## src/rtl/dbr_pkg.sv

```systemverilog
package dbr_pkg;
  // Word addresses whose placement software relies on
  localparam int ADR_ID       = 0;
  localparam int ADR_CTRL     = 1;
  localparam int ADR_STAT     = 2;
  localparam int ADR_ITER     = 3;
  localparam int ADR_SYND     = 4;
  localparam int ADR_WORD     = 8;
  localparam int ADR_LLR      = 64;
  localparam logic [31:0] ID_VALUE = 32'h0000_1D01;

  // Status bit positions
  localparam int ST_BUSY = 0;
  localparam int ST_DONE = 1;
  localparam int ST_CONV = 2;
endpackage

```

## src/rtl/dbr_bus_port.sv

```systemverilog
module dbr_bus_port (
  input  logic clk,
  input  logic rst_s,
  input  logic cyc_i,
  input  logic stb_i,
  output logic ack_o,
  output logic fire_o
);
  logic ack_q, ack_d;

  assign fire_o = cyc_i & stb_i & ~ack_q;
  assign ack_d  = fire_o;

  always_ff @(posedge clk or negedge rst_s) begin
    if (!rst_s) ack_q <= 1'b0;
    else        ack_q <= ack_d;
  end

  assign ack_o = ack_q;

  assert_ack_single_R1: assert property (@(posedge clk) disable iff (!rst_s)
    ack_q |=> !ack_q);
  assert_ack_req_R1: assert property (@(posedge clk) disable iff (!rst_s)
    ack_q |-> $past(cyc_i && stb_i));
endmodule

```

## src/rtl/dbr_launch.sv

```systemverilog
module dbr_launch (
  input  logic clk,
  input  logic rst_s,
  input  logic req_i,
  input  logic busy_i,
  output logic launch_o,
  output logic start_o
);
  logic start_q, start_d;

  assign launch_o = req_i & ~busy_i & ~start_q;
  assign start_d  = launch_o;

  always_ff @(posedge clk or negedge rst_s) begin
    if (!rst_s) start_q <= 1'b0;
    else        start_q <= start_d;
  end

  assign start_o = start_q;

  assert_start_pulse_R4: assert property (@(posedge clk) disable iff (!rst_s)
    start_q |=> !start_q);
  assert_start_idle_R4: assert property (@(posedge clk) disable iff (!rst_s)
    start_q |-> !$past(busy_i));
endmodule

```

## src/rtl/dbr_results.sv

```systemverilog
module dbr_results #(
  parameter int K      = 32,
  parameter int ITER_W = 8,
  parameter int SYND_W = 8
) (
  input  logic              clk,
  input  logic              rst_s,
  input  logic              launch_i,
  input  logic              done_i,
  input  logic              conv_i,
  input  logic [ITER_W-1:0] iter_i,
  input  logic [SYND_W-1:0] synd_i,
  input  logic [K-1:0]      word_i,
  output logic              done_o,
  output logic              conv_o,
  output logic [ITER_W-1:0] iter_o,
  output logic [SYND_W-1:0] synd_o,
  output logic [K-1:0]      word_o
);
  logic              done_q, done_d;
  logic              conv_q, conv_d;
  logic [ITER_W-1:0] iter_q, iter_d;
  logic [SYND_W-1:0] synd_q, synd_d;
  logic [K-1:0]      word_q, word_d;
  logic              cap_en;

  assign cap_en = launch_i | done_i;

  // A launch clears; otherwise a completion captures
  always_comb begin
    if (launch_i) begin
      done_d = 1'b0;
      conv_d = 1'b0;
      iter_d = '0;
      synd_d = '0;
      word_d = '0;
    end else begin
      done_d = 1'b1;
      conv_d = conv_i;
      iter_d = iter_i;
      synd_d = synd_i;
      word_d = word_i;
    end
  end

  always_ff @(posedge clk or negedge rst_s) begin
    if (!rst_s) begin
      done_q <= 1'b0;
      conv_q <= 1'b0;
      iter_q <= '0;
      synd_q <= '0;
      word_q <= '0;
    end else if (cap_en) begin
      done_q <= done_d;
      conv_q <= conv_d;
      iter_q <= iter_d;
      synd_q <= synd_d;
      word_q <= word_d;
    end
  end

  assign done_o = done_q;
  assign conv_o = conv_q;
  assign iter_o = iter_q;
  assign synd_o = synd_q;
  assign word_o = word_q;

  assert_clear_on_launch_R5: assert property (@(posedge clk) disable iff (!rst_s)
    launch_i |=> (!done_q && !conv_q && iter_q == '0 && synd_q == '0));
  assert_hold_R6: assert property (@(posedge clk) disable iff (!rst_s)
    (!launch_i && !done_i) |=> ($stable(iter_q) && $stable(synd_q) && $stable(word_q) && $stable(conv_q)));
endmodule

```

## src/rtl/dec_host_bridge.sv

```systemverilog
module dec_host_bridge #(
  parameter int ADDR_W = 8,
  parameter int N      = 256,
  parameter int LLR_W  = 6,
  parameter int K      = 32,
  parameter int ITER_W = 8,
  parameter int SYND_W = 8,
  localparam int LLR_PER_WORD = 32 / LLR_W,
  localparam int LLR_WORDS    = (N + LLR_PER_WORD - 1) / LLR_PER_WORD,
  localparam int LLR_IDX_W    = $clog2(LLR_WORDS)
) (
  input  logic                 clk,
  input  logic                 rst_n,
  input  logic                 wb_cyc_i,
  input  logic                 wb_stb_i,
  input  logic                 wb_we_i,
  input  logic [ADDR_W-1:0]    wb_adr_i,
  input  logic [31:0]          wb_dat_i,
  output logic [31:0]          wb_dat_o,
  output logic                 wb_ack_o,
  output logic                 core_start_o,
  input  logic                 core_busy_i,
  input  logic                 core_done_i,
  input  logic                 core_conv_i,
  input  logic [ITER_W-1:0]    core_iter_i,
  input  logic [SYND_W-1:0]    core_synd_i,
  input  logic [K-1:0]         core_word_i,
  output logic                 llr_we_o,
  output logic [LLR_IDX_W-1:0] llr_idx_o,
  output logic [31:0]          llr_word_o
);
  import dbr_pkg::*;

  localparam int WORD_REGS = (K + 31) / 32;
  localparam logic [ADDR_W-1:0] A_ID   = ADDR_W'(ADR_ID);
  localparam logic [ADDR_W-1:0] A_CTRL = ADDR_W'(ADR_CTRL);
  localparam logic [ADDR_W-1:0] A_STAT = ADDR_W'(ADR_STAT);
  localparam logic [ADDR_W-1:0] A_ITER = ADDR_W'(ADR_ITER);
  localparam logic [ADDR_W-1:0] A_SYND = ADDR_W'(ADR_SYND);
  localparam logic [ADDR_W-1:0] A_WORD = ADDR_W'(ADR_WORD);
  localparam logic [ADDR_W-1:0] A_LLR  = ADDR_W'(ADR_LLR);

  // Reset: asserted asynchronously, released on the clock
  logic [1:0] rs_q;
  logic       rst_s;
  always_ff @(posedge clk or negedge rst_n) begin
    if (!rst_n) rs_q <= 2'b00;
    else        rs_q <= {rs_q[0], 1'b1};
  end
  assign rst_s = rs_q[1];

  // Bus handshake
  logic fire;
  dbr_bus_port u_port (
    .clk    (clk),
    .rst_s  (rst_s),
    .cyc_i  (wb_cyc_i),
    .stb_i  (wb_stb_i),
    .ack_o  (wb_ack_o),
    .fire_o (fire)
  );

  logic wr_fire, rd_fire;
  assign wr_fire = fire & wb_we_i;
  assign rd_fire = fire & ~wb_we_i;

  // Launch
  logic launch, start_req;
  assign start_req = wr_fire & (wb_adr_i == A_CTRL) & wb_dat_i[0];

  dbr_launch u_launch (
    .clk      (clk),
    .rst_s    (rst_s),
    .req_i    (start_req),
    .busy_i   (core_busy_i),
    .launch_o (launch),
    .start_o  (core_start_o)
  );

  // Results
  logic              res_done, res_conv;
  logic [ITER_W-1:0] res_iter;
  logic [SYND_W-1:0] res_synd;
  logic [K-1:0]      res_word;

  dbr_results #(.K(K), .ITER_W(ITER_W), .SYND_W(SYND_W)) u_res (
    .clk      (clk),
    .rst_s    (rst_s),
    .launch_i (launch),
    .done_i   (core_done_i),
    .conv_i   (core_conv_i),
    .iter_i   (core_iter_i),
    .synd_i   (core_synd_i),
    .word_i   (core_word_i),
    .done_o   (res_done),
    .conv_o   (res_conv),
    .iter_o   (res_iter),
    .synd_o   (res_synd),
    .word_o   (res_word)
  );

  // Read mux
  logic [WORD_REGS*32-1:0] word_pad;
  logic [31:0]             rd_d, rd_q;

  always_comb begin
    word_pad = '0;
    word_pad[K-1:0] = res_word;
  end

  always_comb begin
    rd_d = '0;
    if (wb_adr_i == A_ID) begin
      rd_d = ID_VALUE;
    end else if (wb_adr_i == A_STAT) begin
      rd_d[ST_BUSY] = core_busy_i;
      rd_d[ST_DONE] = res_done;
      rd_d[ST_CONV] = res_conv;
    end else if (wb_adr_i == A_ITER) begin
      rd_d[ITER_W-1:0] = res_iter;
    end else if (wb_adr_i == A_SYND) begin
      rd_d[SYND_W-1:0] = res_synd;
    end else begin
      for (int i = 0; i < WORD_REGS; i++) begin
        if (wb_adr_i == A_WORD + ADDR_W'(i)) rd_d = word_pad[i*32 +: 32];
      end
    end
  end

  always_ff @(posedge clk or negedge rst_s) begin
    if (!rst_s)       rd_q <= '0;
    else if (rd_fire) rd_q <= rd_d;
  end
  assign wb_dat_o = rd_q;

  // LLR forwarding
  logic                 llr_hit;
  logic [LLR_IDX_W-1:0] llr_idx_d;
  logic                 llr_we_d, llr_we_q;
  logic [LLR_IDX_W-1:0] llr_idx_q;
  logic [31:0]          llr_word_q;

  always_comb begin
    llr_hit   = 1'b0;
    llr_idx_d = '0;
    for (int j = 0; j < LLR_WORDS; j++) begin
      if (wb_adr_i == A_LLR + ADDR_W'(j)) begin
        llr_hit   = 1'b1;
        llr_idx_d = LLR_IDX_W'(j);
      end
    end
  end

  assign llr_we_d = wr_fire & llr_hit & ~core_busy_i;

  always_ff @(posedge clk or negedge rst_s) begin
    if (!rst_s) llr_we_q <= 1'b0;
    else        llr_we_q <= llr_we_d;
  end

  always_ff @(posedge clk or negedge rst_s) begin
    if (!rst_s) begin
      llr_idx_q  <= '0;
      llr_word_q <= '0;
    end else if (llr_we_d) begin
      llr_idx_q  <= llr_idx_d;
      llr_word_q <= wb_dat_i;
    end
  end

  assign llr_we_o   = llr_we_q;
  assign llr_idx_o  = llr_idx_q;
  assign llr_word_o = llr_word_q;

  assert_llr_idle_R8: assert property (@(posedge clk) disable iff (!rst_s)
    llr_we_q |-> !$past(core_busy_i));
  assert_llr_with_ack_R8: assert property (@(posedge clk) disable iff (!rst_s)
    llr_we_q |-> wb_ack_o);
  assert_start_with_ack_R4: assert property (@(posedge clk) disable iff (!rst_s)
    core_start_o |-> wb_ack_o);
endmodule

```

## config.mk

```make
export PLATFORM = sky130hd
export DESIGN_NAME = dec_host_bridge
export DESIGN_NICKNAME = d
export VERILOG_FILES = /design/src/rtl/dbr_pkg.sv /design/src/rtl/dbr_bus_port.sv /design/src/rtl/dbr_launch.sv /design/src/rtl/dbr_results.sv /design/src/rtl/dec_host_bridge.sv
export SDC_FILE = /design/constraint.sdc
export NUM_CORES = 1
export LEC_CHECK = 0
export BUFFER_PORTS_ARGS = -buffer_cell sky130_fd_sc_hd__buf_2
export CORE_ASPECT_RATIO = 0.8
export CORE_MARGIN = 5
export CORE_UTILIZATION = 35
export CTS_BUF_LIST = sky130_fd_sc_hd__clkbuf_4 sky130_fd_sc_hd__clkbuf_8 sky130_fd_sc_hd__clkbuf_16
export CTS_CLUSTER_SIZE = 16
export DETAILED_ROUTE_END_ITERATION = 10
export PLACE_DENSITY = 0.64
export SETUP_SLACK_MARGIN = 0.02
export SLEW_MARGIN = 20
export SYNTH_ARGS = -nofsm -noshare
export SYNTH_HDL_FRONTEND = slang
export SYNTH_SLANG_ARGS = --single-unit
```

## constraint.sdc

```tcl
create_clock -name clk -period 8 [get_ports clk]
set_clock_uncertainty 0.05 [all_clocks]
set_input_delay 2 -clock clk [delete_from_list [all_inputs] [get_ports clk]]
set_output_delay 2 -clock clk [all_outputs]
set_load 0.05 [all_outputs]
```

## Yosys cells after proc, flatten, opt, wreduce, memory -nomap -nowiden

Cells that the tools add are included.

- Logic and storage cells: 201
- Input bits: 96
- Flip-flop bits (word level): 125
- Output and inout bits: 73

- Multiplexer cells: 116
- Reduce and logical (&&, ||, !) cells: 1
- Bitwise logic cells: 15
- Equal/unequal tests: 57

Operator list:

| operator | count |
|---|---|
| equality test 8 x 7 -> 1 bit (second input constant) | 52 |
| two-way mux 6 bit | 49 |
| two-way mux 32 bit | 3 |
| two-way mux 1 bit | 55 |
| two-way mux 24 bit | 2 |
| two-way mux 8 bit | 4 |
| two-way mux 29 bit | 1 |
| equality test 8 x 2 -> 1 bit (second input constant) | 2 |
| bitwise AND 1 bit | 10 |
| equality test 8 x 1 -> 1 bit (second input constant) | 1 |
| equality test 8 x 3 -> 1 bit (second input constant) | 1 |
| equality test 8 x 4 -> 1 bit (second input constant) | 1 |
| logical NOT 8 bit | 1 |
| NOT 1 bit | 4 |
| two-way mux 3 bit | 1 |
| two-way mux 2 bit | 1 |
| bitwise OR 1 bit | 1 |

## Depth between registers and ports, before layout

- Word-level depth: 55
- Gate-level depth with buffers: 6
- Depth with buffers taken out: 4

## Hierarchy

Synthesis repeated with hierarchy kept, for this count alone.

- Cell total of the unflattened synthesis: 401
- Area total of the unflattened synthesis: 5192.5 µm²

By module, submodules not included:

| module | instances | seq. area each (µm²) | area each (µm²) | cells each |
|---|---|---|---|---|
| dec_host_bridge | 1 | 1826.8 | 3072.9 | 235 |
| dbr_results | 1 | 1251.2 | 2048.2 | 162 |
| dbr_launch | 1 | 25.0 | 37.5 | 2 |
| dbr_bus_port | 1 | 25.0 | 33.8 | 2 |

## Least setup slack after synthesis

OpenSTA, ideal clock, no wires.

- Kind: input port to flip-flop
- From: input wb_adr_i[7]
- To: register u_res.conv_q (netlist: u_res.conv_o)
- Stages on the path: 4
- Required time: 7.831 ns
- Setup time: 0.119 ns
- Slack: 4.595 ns
- Path buffers: 1
- Arrival: 3.236 ns
- Path through: or4_4 -> nor4_4 -> buf_6 -> nor2_1

- Longest elaborated chain between the ends: 6
- Elaborated cells between the ends (all ways): 7
- Those cells by class: 1 x eq/ne; 1 x mux; 5 x bitwise

Ends and longest elaborated chain:

| what | line | RTL |
|---|---|---|
| start: declaration | dec_host_bridge.sv:17 | `input logic [ADDR_W-1:0] wb_adr_i,` |
| equality test 8 x 1 -> 1 bit * | dec_host_bridge.sv:69 | `assign start_req = wr_fire & (wb_adr_i == A_CTRL) & wb_dat_i[0];` |
| bitwise AND 1 bit * (2 in series) | dec_host_bridge.sv:69 |  |
| bitwise AND 1 bit * (2 in series) | dbr_launch.sv:11 | `assign launch_o = req_i & ~busy_i & ~start_q;` |
| two-way mux 1 bit or bitwise OR 1 bit (tied branches) | dbr_results.sv:31, dbr_results.sv:27 |  |
| end signal: assignment | dbr_results.sv:55 | `conv_q <= conv_d;` |
| end: declaration | dbr_results.sv:21 | `logic conv_q, conv_d;` |

Every way passes the cells marked *; elsewhere a longest branch is shown, timed or not.
A chain may end at the register's enable or synchronous reset.

## Worst setup path in the final report

- From: input wb_adr_i[7]
- To: register rd_q[9] (netlist: wb_dat_o[9])

- Longest elaborated chain between the ends: 6
- Elaborated cells between the ends (all ways): 10
- Those cells by class: 4 x eq/ne; 5 x mux; 1 x reduce/logical

Ends and longest elaborated chain:

| what | line | RTL |
|---|---|---|
| equality test 8 x 4 -> 1 bit | dec_host_bridge.sv:125 | `if (wb_adr_i == A_WORD + ADDR_W'(i)) rd_d = word_pad[i*32 +: 32];` |
| two-way mux 32 bit | dec_host_bridge.sv:125 |  |
| two-way mux 24 bit | dec_host_bridge.sv:121 | `end else if (wb_adr_i == A_SYND) begin` |
| two-way mux 24 bit | dec_host_bridge.sv:119 | `end else if (wb_adr_i == A_ITER) begin` |
| two-way mux 29 bit | dec_host_bridge.sv:115 | `end else if (wb_adr_i == A_STAT) begin` |
| two-way mux 32 bit * | dec_host_bridge.sv:113 | `if (wb_adr_i == A_ID) begin` |
| end signal: assignment | dec_host_bridge.sv:132 | `else if (rd_fire) rd_q <= rd_d;` |
| end: declaration | dec_host_bridge.sv:104 | `logic [31:0] rd_d, rd_q;` |

Marks and branches as above.

==> results.md <==
* Die area at 17,530 um^2
* Synth cell types at 39
* Synth Area in Adders at 0
* Power share of the clock group at 0.433
* Max_slew headroom at 0.2454
* XOR/XNOR Fraction of Synth Area at 0
* Total GRT Usage at 0.1544
* Avg Cell Area, Syn at 13.10 um^2
* Total power at 1.874 mW
* DRC at 0
* Ranking of synthesized cells by area: dfrtp_1 60%, mux2i_1 9.4%, mux2_4 8.6%
* Critical path, cell by cell: buf_2 -> or4_4 -> nor3_2 -> and3_1 -> a22o_1
* Hpwl dp at 9243 um
* Fmax at 241.8 MHz
* Number of fill cells at 1,388
* Die Y-Extent at 119.4 um
* CTS tree: built
* Kind of critical path: in -> reg
* Psw at 540.3 uW
* Final Util at 0.4581
* Post-synthesis simple-gate area fraction at 0.09243
* CP delay by family, top: simple AND/OR/NAND/NOR gates
* CTS resizes at 0
* RePlAce Congestion at 0.8221
* Post-route clock period utilization at 0.5170
* Syn Nets at 496
* CP arrival at 4430 ps
* Status: finished clean
* Post-layout nets at 661
* VDD IR max at 0.0001332 V
* Pre-antenna DRT Iters at 4
* Crit path buffers/inverters at 1
* Cells after Synth at 400
* Setup bufs post-CTS at 0
* Crit path max-delay cell type: and3_1
* Post-Syn Area at 5239 um^2
* Clock buffer depth at 2
* Vias in the first global route at 3,894
* Largest net degree at the start of global routing at 66
* Final Hold Viols at 0
* I/O Buffers at 168
* Tmin final at 4136 ps
* Critical Path RT at 8290 ps
* Core Area at 14,860 um^2
* Worst Path Max Fanout at 20
* FFs w/ async S/R, synth at 1.000
* DP Worst Slack at 3349 ps
* Worst path max stage delay at 800 ps
* Via Count at 3,635
* Yosys Warn Count at 0
* Count leader, synth: dfrtp_1
* Initial antenna violation count at 0
* Leak at 3.637 nW
* CP Capture Type: register
* Post-route ant nets at 0
* Commonest cells in the netlist: 125 x dfrtp_1, 59 x nor2_1, 49 x mux2i_1, 30 x mux2_4, 28 x a22o_1
* Pwr/cell area at 275.2 nW/um^2
* Worst Slack Setup Final at 3864 ps
* Fin Setup TNS at 0 ps
* Clk Latency, worst-skew pair at 410 ps
* Post-DR vias/cell at 4.745
* N_diodes at 0
* Area delta synth->final at 29.97%
* # IOs at 169
* Die X at 146.8 um
* Register share of total power at 0.393
* Worst hold path class: reg -> reg
* Final Max Slew Viols at 0
* Footprint of the multi-input gates at 1931 um^2
* First-pass GRT wire length at 21,020 um
* Prevailing post-synth register cell: dfrtp_1
* Comb pwr share at 0.174
* Share of layout cells above drive strength 1 at 0.4211
* Clock Sinks at 125
* Synth area leader: dfrtp_1
* CTS clk-pin slew, worst paths at 60 ps
* # rows at 40
* Final setup viols at 0
* Synth Area in Compound Gates at 0.08813
* Yosys top cell area share at 0.5971
* Initial DRC Count at 184
* Worst-Margin Slew at 1132 ps
* P_int at 1.334 mW
* CTS root buf: clkbuf_16
* MaxCap Viol Count at 0
* Total Routed Length at 13,170 um
* #FFs+latches synth at 125
* Routed WL per cell at 17.20 um
* Gr ovfl total at 0
* TritonCTS Buffers at 17
* Setup crit start kind: input port
* Starting Density at 0.3524
* Hold-fix buffers at CTS at 0
* EDFF count, synth at 0
* Multiplexer share of the synthesized area at 0.1861
* Sw Share at 0.2883
* H-tree levels at 4
* Largest family of logic cells by synthesized area: multiplexers
* Sequential area share after synthesis at 0.5971
* Register Area at 3132 um^2
* Unrepaired setup endpoints after global routing: false
-- layout make-up --
cell class,instances,share of cell area
Clock buffer,18,0.06450
Clock inverter,13,0.02775
Inverter,3,0.001654
Multi-Input combinational cell,246,0.2835
Sequential cell,125,0.4599
Tap cell,189,0.03473
Timing Repair Buffer,172,0.1279
-- sequential cells by signal, indices dropped and copies added (netlist names) --
| signal | flops |
|---|---|
| llr_word_o | 32 |
| u_res.word_o | 32 |
| wb_dat_o | 32 |
| u_res.iter_o | 8 |
| u_res.synd_o | 8 |
| llr_idx_o | 6 |
| rs_q | 2 |
| llr_we_o | 1 |
| u_launch.start_o | 1 |
| u_port.ack_o | 1 |
| u_res.conv_o | 1 |
| u_res.done_o | 1 |
-- placed cells by master, fill, tap and decap left out, types with 2 or more instances in the layout --
master and instances:
mux2_1 3, bufinv_16 4, nor4_1 2, o21ai_1 8, nand3_1 5, inv_6 2, nand2b_1 3, mux2i_1 49
nand2_1 14, a21oi_1 13, inv_1 3, mux2_4 30, clkinv_4 3, buf_4 4, a22oi_1 5, dfrtp_1 124
clkinv_2 2, o22a_1 2, nor3_2 2, a22o_1 28, clkinvlp_4 2, or2_2 2, nor2_1 59, nor2b_1 4
clkbuf_16 17, buf_2 168
-- power groups by stage --
stage                     combinational (mW)  clock (mW)  sequential, mW
after floorplan                       0.0942           0           0.882
after global placement                 0.325           0           0.743
after detailed placement               0.328           0           0.748
after CTS                              0.329       0.830           0.738
after global routing                   0.345       0.860           0.747
final                                  0.326       0.811           0.737
-- final timing paths --
path	startpoint	endpoint	depth (start not counted)	slack [ps]
worst min register to register	rs_q[0]	rs_q[1]	0	300
max in group asynchronous	rs_q[1]	u_res.synd_o[2]	1	6200
worst max register to register	u_port.ack_o	llr_word_o[2]	3	5530
worst max-delay path	wb_adr_i[7]	wb_dat_o[9]	5	3860
worst min-delay path	rs_q[0]	rs_q[1]	0	300
min in group asynchronous	rs_q[1]	wb_dat_o[21]	0	340
-- per-stage QoR --
step | std cells | hold WS, ps | area [um^2]
floorplan | 400 | 281.2 | 5239
global placement | 735 | 283.8 | 6181
detailed placement | 735 | 290.3 | 6181
CTS | 766 | 303.8 | 6809
global route | 766 | 316.8 | 6809
finish | 766 | 300.7 | 6809
-- per-layer routing --
layer / vias up / global-route usage / part of all wire
met5: - / 0 / 0
met4: 0 / 0.05758 / 0.014
met3: 16 / 0.05934 / 0.089
met2: 145 / 0.2216 / 0.43
met1: 1736 / 0.2118 / 0.47
li1: 1738 / - / -
-- cell families (layout without fill, tap and decap cells) --
group,after synthesis,after routing
other,1,1
muxes,82,82
DFF,125,125
and+or+nand+nor,100,100
AOI/OAI and AO/OA,63,63
buffers and inverters,29,206
-- worst reg2reg max path, delay by kind of cell (launching register included) --
kind             cells  cell delay, ps
flip-flops           1             390
multiplexers         1             520
AND/OR/NAND/NOR      2            1390
Power figures use the tool's default switching activity.
